$ cat config.mk
export PLATFORM = sky130hd
export DESIGN_NAME = irq_gate
export DESIGN_NICKNAME = d
export VERILOG_FILES = /design/src/rtl/irq_gate_pkg.sv /design/src/rtl/irq_gate_sync.sv /design/src/rtl/irq_gate_mask.sv /design/src/rtl/irq_gate_arb.sv /design/src/rtl/irq_gate.sv
export SDC_FILE = /design/constraint.sdc
export NUM_CORES = 1
export LEC_CHECK = 0
export ABC_AREA = 1
export BUFFER_PORTS_ARGS = -buffer_cell sky130_fd_sc_hd__buf_2
export CORE_AREA = 2 2 39 41
export CTS_BUF_LIST = sky130_fd_sc_hd__clkbuf_4 sky130_fd_sc_hd__clkbuf_8
export CTS_CLUSTER_SIZE = 24
export DETAILED_ROUTE_END_ITERATION = 8
export DIE_AREA = 0 0 41 43
export HOLD_SLACK_MARGIN = 0.02
export SYNTH_ARGS = -nofsm -noshare
export SYNTH_HDL_FRONTEND = slang
export SYNTH_SLANG_ARGS = --single-unit
$ cat constraint.sdc
create_clock -name clk_i -period 3.1 [get_ports clk_i]
set_clock_uncertainty 0.2 [all_clocks]
set_input_delay 0.465 -clock clk_i [delete_from_list [all_inputs] [get_ports clk_i]]
set_output_delay 0.465 -clock clk_i [all_outputs]
set_load 0.05 [all_outputs]
$ cat src/rtl/irq_gate_pkg.sv
package irq_gate_pkg;

    localparam int unsigned N_SRC = 4;
    localparam int unsigned SRC_W = $clog2(N_SRC);

    // lower code wins arbitration
    typedef enum logic [SRC_W-1:0] {
        SRC_TRAP     = 2'd0,
        SRC_SWI      = 2'd1,
        SRC_NMI      = 2'd2,
        SRC_MASKABLE = 2'd3
    } src_e;

    typedef struct packed {
        logic imask;
        logic xmask;
    } mask_t;

    typedef struct packed {
        logic take;
        src_e src;
    } take_t;

endpackage

$ cat src/rtl/irq_gate_sync.sv
module irq_gate_sync #(
    parameter int unsigned STAGES = 2
) (
    input  logic clk_i,
    input  logic rst_ni,
    input  logic pin_n_i,
    output logic req_o
);

    logic [STAGES-1:0] sync_d, sync_q;

    always_comb begin
        sync_d = {sync_q[STAGES-2:0], pin_n_i};
    end

    always_ff @(posedge clk_i or negedge rst_ni) begin
        if (!rst_ni) sync_q <= '1;
        else         sync_q <= sync_d;
    end

    assign req_o = ~sync_q[STAGES-1];

    initial begin
        a_r3_stage_count : assert (STAGES >= 2);
    end

endmodule

$ cat src/rtl/irq_gate_mask.sv
module irq_gate_mask
    import irq_gate_pkg::*;
(
    input  logic  clk_i,
    input  logic  rst_ni,
    input  logic  set_i_i,
    input  logic  set_x_i,
    input  logic  wr_en_i,
    input  logic  wr_imask_i,
    input  logic  wr_xmask_i,
    input  logic  rti_i,
    input  logic  rti_xmask_i,
    output mask_t mask_o
);

    mask_t mask_d, mask_q;

    always_comb begin
        mask_d = mask_q;
        if (rti_i) begin
            mask_d.imask = 1'b0;
            mask_d.xmask = mask_q.xmask & rti_xmask_i;
        end else if (wr_en_i) begin
            mask_d.imask = wr_imask_i;
            mask_d.xmask = mask_q.xmask & wr_xmask_i;
        end
        if (set_i_i) mask_d.imask = 1'b1;
        if (set_x_i) mask_d.xmask = 1'b1;
    end

    always_ff @(posedge clk_i or negedge rst_ni) begin
        if (!rst_ni) mask_q <= '{imask: 1'b1, xmask: 1'b1};
        else         mask_q <= mask_d;
    end

    assign mask_o = mask_q;

    // only an accepted pin interrupt may raise the nonmaskable flag
    a_r4_xmask_rise_hw_only : assert property (@(posedge clk_i) disable iff (!rst_ni)
        $rose(mask_q.xmask) |-> $past(set_x_i));

    // a return without a coinciding acceptance leaves the maskable flag clear
    a_r9_rti_clears_imask : assert property (@(posedge clk_i) disable iff (!rst_ni)
        (rti_i && !set_i_i) |=> !mask_q.imask);

endmodule

$ cat src/rtl/irq_gate_arb.sv
module irq_gate_arb
    import irq_gate_pkg::*;
(
    input  logic  clk_i,
    input  logic  rst_ni,
    input  logic  trap_i,
    input  logic  swi_i,
    input  logic  nmi_req_i,
    input  logic  irq_req_i,
    input  mask_t mask_i,
    output logic  set_i_o,
    output logic  set_x_o,
    output take_t take_o
);

    logic [N_SRC-1:0] req;
    src_e             win;
    logic             grant;
    take_t            take_d, take_q;

    always_comb begin
        req               = '0;
        req[SRC_TRAP]     = trap_i;
        req[SRC_SWI]      = swi_i;
        req[SRC_NMI]      = nmi_req_i & ~mask_i.xmask;
        req[SRC_MASKABLE] = irq_req_i & ~mask_i.imask;
        grant             = |req;
        win               = SRC_MASKABLE;
        for (int k = N_SRC - 1; k >= 0; k--) begin
            if (req[k]) win = src_e'(k[SRC_W-1:0]);
        end
        take_d.take = grant;
        take_d.src  = grant ? win : take_q.src;
        set_i_o     = grant;
        set_x_o     = grant && (win == SRC_NMI);
    end

    always_ff @(posedge clk_i or negedge rst_ni) begin
        if (!rst_ni) take_q <= '{take: 1'b0, src: SRC_TRAP};
        else         take_q <= take_d;
    end

    assign take_o = take_q;

    // a trap strobe always wins the arbitration
    a_r8_trap_first : assert property (@(posedge clk_i) disable iff (!rst_ni)
        trap_i |=> (take_q.take && take_q.src == SRC_TRAP));

endmodule

$ cat src/rtl/irq_gate.sv
module irq_gate
    import irq_gate_pkg::*;
#(
    parameter int unsigned SYNC_STAGES = 2
) (
    input  logic             clk_i,
    input  logic             rst_ni,
    input  logic             xirq_n_i,
    input  logic             irq_req_i,
    input  logic             swi_i,
    input  logic             trap_i,
    input  logic             wr_en_i,
    input  logic             wr_imask_i,
    input  logic             wr_xmask_i,
    input  logic             rti_i,
    input  logic             rti_xmask_i,
    output logic             imask_o,
    output logic             xmask_o,
    output logic             take_o,
    output logic [SRC_W-1:0] src_o
);

    logic  nmi_req;
    logic  set_i, set_x;
    mask_t mask;
    take_t take;

    irq_gate_sync #(.STAGES(SYNC_STAGES)) i_sync (
        .clk_i   (clk_i),
        .rst_ni  (rst_ni),
        .pin_n_i (xirq_n_i),
        .req_o   (nmi_req)
    );

    irq_gate_arb i_arb (
        .clk_i     (clk_i),
        .rst_ni    (rst_ni),
        .trap_i    (trap_i),
        .swi_i     (swi_i),
        .nmi_req_i (nmi_req),
        .irq_req_i (irq_req_i),
        .mask_i    (mask),
        .set_i_o   (set_i),
        .set_x_o   (set_x),
        .take_o    (take)
    );

    irq_gate_mask i_mask (
        .clk_i       (clk_i),
        .rst_ni      (rst_ni),
        .set_i_i     (set_i),
        .set_x_i     (set_x),
        .wr_en_i     (wr_en_i),
        .wr_imask_i  (wr_imask_i),
        .wr_xmask_i  (wr_xmask_i),
        .rti_i       (rti_i),
        .rti_xmask_i (rti_xmask_i),
        .mask_o      (mask)
    );

    assign imask_o = mask.imask;
    assign xmask_o = mask.xmask;
    assign take_o  = take.take;
    assign src_o   = take.src;

    // the maskable flag is set whenever a take pulse is out
    a_r6_take_sets_imask : assert property (@(posedge clk_i) disable iff (!rst_ni)
        take_o |-> imask_o);

    // maskable acceptance only from a clear maskable flag
    a_r2_maskable_gated : assert property (@(posedge clk_i) disable iff (!rst_ni)
        (take_o && src_o == SRC_MASKABLE) |-> $past(!imask_o));

    // pin acceptance only from a clear nonmaskable flag, which it then sets
    a_r3_nmi_gated : assert property (@(posedge clk_i) disable iff (!rst_ni)
        (take_o && src_o == SRC_NMI) |-> ($past(!xmask_o) && xmask_o));

    // a software interrupt without a trap is always accepted
    a_r7_swi_unmasked : assert property (@(posedge clk_i) disable iff (!rst_ni)
        (swi_i && !trap_i) |=> (take_o && src_o == SRC_SWI));

    // source code only moves together with a take pulse
    a_r10_src_holds : assert property (@(posedge clk_i) disable iff (!rst_ni)
        !take_o |-> $stable(src_o));

endmodule

==> reports/results.tsv <==
metric	value	unit
outcome	completed	
grt_first_pass_wirelength	931	µm
yosysWarnings	0	
root_buffer	clkbuf_4	
core_area	0.001384	mm²
slowest_stage	dfstp_2	
gp_congestion	0.6508	
rsz0062_at_grt	false	
slew_headroom	83.40	%
wl	607	µm
htree_levels	1	
synth_compound_area_share	6.154	%
start_util	23.51	%
synthSimpleGateAreaFrac	28.08	%
layout_min_cycle_time	1.698	ns
grt.overflow.total	0	
fin_ws	1.402	ns
crit_path_end_kind	output port	
path_depth	1	
drive_gt1_share	47.37	%
vias_per_cell	3.890	
area_growth	41.54	%
grt_max_degree	8	
clock_latency	0.24	ns
syn-cell-area	325.3	µm²
place_ws	1.663	ns
yosys.area.top_type	dfstp_2	
critPathKind	reg -> out	
yosys.area_share.xor_xnor	0	%
rows	14	
cpLargestDelayFamily	flip-flops	
fp.dieW	41	µm
irDropWorstVdd	0.0002240	V
p_leak	0.0002564	µW
clockBufferDepth	2	
synth_nets	48	
clk_pin_slew_worst_paths	0.05	ns
synth-adder-area-share	0	%
maxCapViolCount	0	
cp_cell_sequence	buf_2	
dieArea	0.001763	mm²
synthTopCellsByArea	dfstp_2, dfrtp_1, nand2_1, inv_1, o21ai_0	
cts_num_sinks	7	
grt_pass1_vias	240	
drt-initial-drc-count	5	
hold_path.class	in -> reg	
fmax	588.9	MHz
final_common_cell	buf_2	
fillerInstances	159	
final_cell_mix	buf_2, nand2_1, inv_1	
utilization	33.27	%
diodes	0	
yosysUniqueCellTypes	14	
critPathLaunchType	register	
synth_top_family_by_area	simple AND/OR/NAND/NOR gates	
slew_violations	0	
ant_nets	0	
avgSynthCellArea	8.792	µm²
dr.pass1.iters	3	
cts_buffers	3	
die_h	43	µm
synthCells	37	
finalSetupViolCount	0	
finalSetupTns	0	ns
timing.critical_path.buf_inv	1	
routedWlPerCell	8.315	µm
period_share	54.78	%
crit_required	2.43	ns
muxShareOfSynthArea	0	%
crit_fanout	3	
tightest_slew	0.2507	ns
rr_worst_depth	5	
gr-usage-all-layers	8.207	%
dpl.hpwl	491.4	µm
seq_area_frac_synth	55.38	%
arrival	1.03	ns
io_pins	16	
hold_viol	0	
p_per_area	525.3	mW/mm²
netlist.area_leader.share	32.31	%
via_count	284	
antenna_found_initial	0	
io_buffers	15	
ys_ff_latch	7	
slowest_delay	0.53	ns
fin_nets	69	
drc	0	
whs_path_depth	1	
cts_tree	built	
-- metrics by stage --
stage	cell area, µm²	power (µW)	hold slack, ns	instances
floorplan	325.3	137.1	-0.03059	37
global placement	420.4	153.1	0.1067	68
detailed placement	420.4	153.7	0.1054	68
CTS	460.4	247.1	0.1097	73
global route	460.4	256.1	0.1120	73
finish	460.4	241.9	0.1218	73
-- flip-flops by register name, summed over array words and instances, names as in the netlist --
name / flops
i_arb.take_o: 3
i_sync.sync_q: 2
i_mask.mask_o: 2
-- worst paths after layout --
check	to	startpoint	slack [ns]
worst max-delay path	imask_o	i_mask.mask_o[1]	1.40
worst min-delay path	i_sync.sync_q[0]	xirq_n_i	0.12
worst max register to register	i_arb.take_o[1]	i_mask.mask_o[1]	1.91
worst min register to register	i_sync.sync_q[1]	i_sync.sync_q[0]	0.15
max in group asynchronous	i_mask.mask_o[0]	rst_ni	2.09
min in group asynchronous	i_arb.take_o[1]	rst_ni	0.37
-- per-layer routing --
layer  vias up  global-route usage, %  part of all wire [%]
met5         -                      0                     0
met4         0                  4.000                     0
met3         0                  4.712                   8.9
met2        10                  11.56                    47
met1       122                  9.603                    44
li1        152                      -                     -
-- report_power, final --
part	switching, µW	leakage (µW)	internal (µW)	total, µW
combinational	34.6	0.000160	14.7	49.3
clock	31.4	0.0000184	57.7	89.1
sequential	2.97	0.0000778	100	103
total	69.0	0.000256	173	242
-- cell families after synthesis --
family	Yosys count
AO/OA/AOI/OAI	4
buffers and inverters	9
flip-flops	7
AND/OR/NAND/NOR	17
-- synth_stat cells (all sizes together) --
library cell,number
o21ai,4
dfstp,4
clkinv,1
dfrtp,3
inv,8
nand2,11
nand3,2
nand4,1
nor2,3
-- area by class of cell --
class | count | area (µm²) | share of cell area (%)
sequential | 7 | 180.2 | 39.13
multi-input combinational | 21 | 111.4 | 24.18
timing repair buffer | 16 | 85.08 | 18.48
inverter | 9 | 33.78 | 7.337
clock buffer | 4 | 30.03 | 6.522
tap | 16 | 20.02 | 4.348
-- repair_timing --
item                      CTS  global route
hold buffers                1             0
hold endpoints to repair    3             0
gates resized for setup     0             0
buffers inserted            0             0
Note: power is estimated with default switching activity, not from simulation.
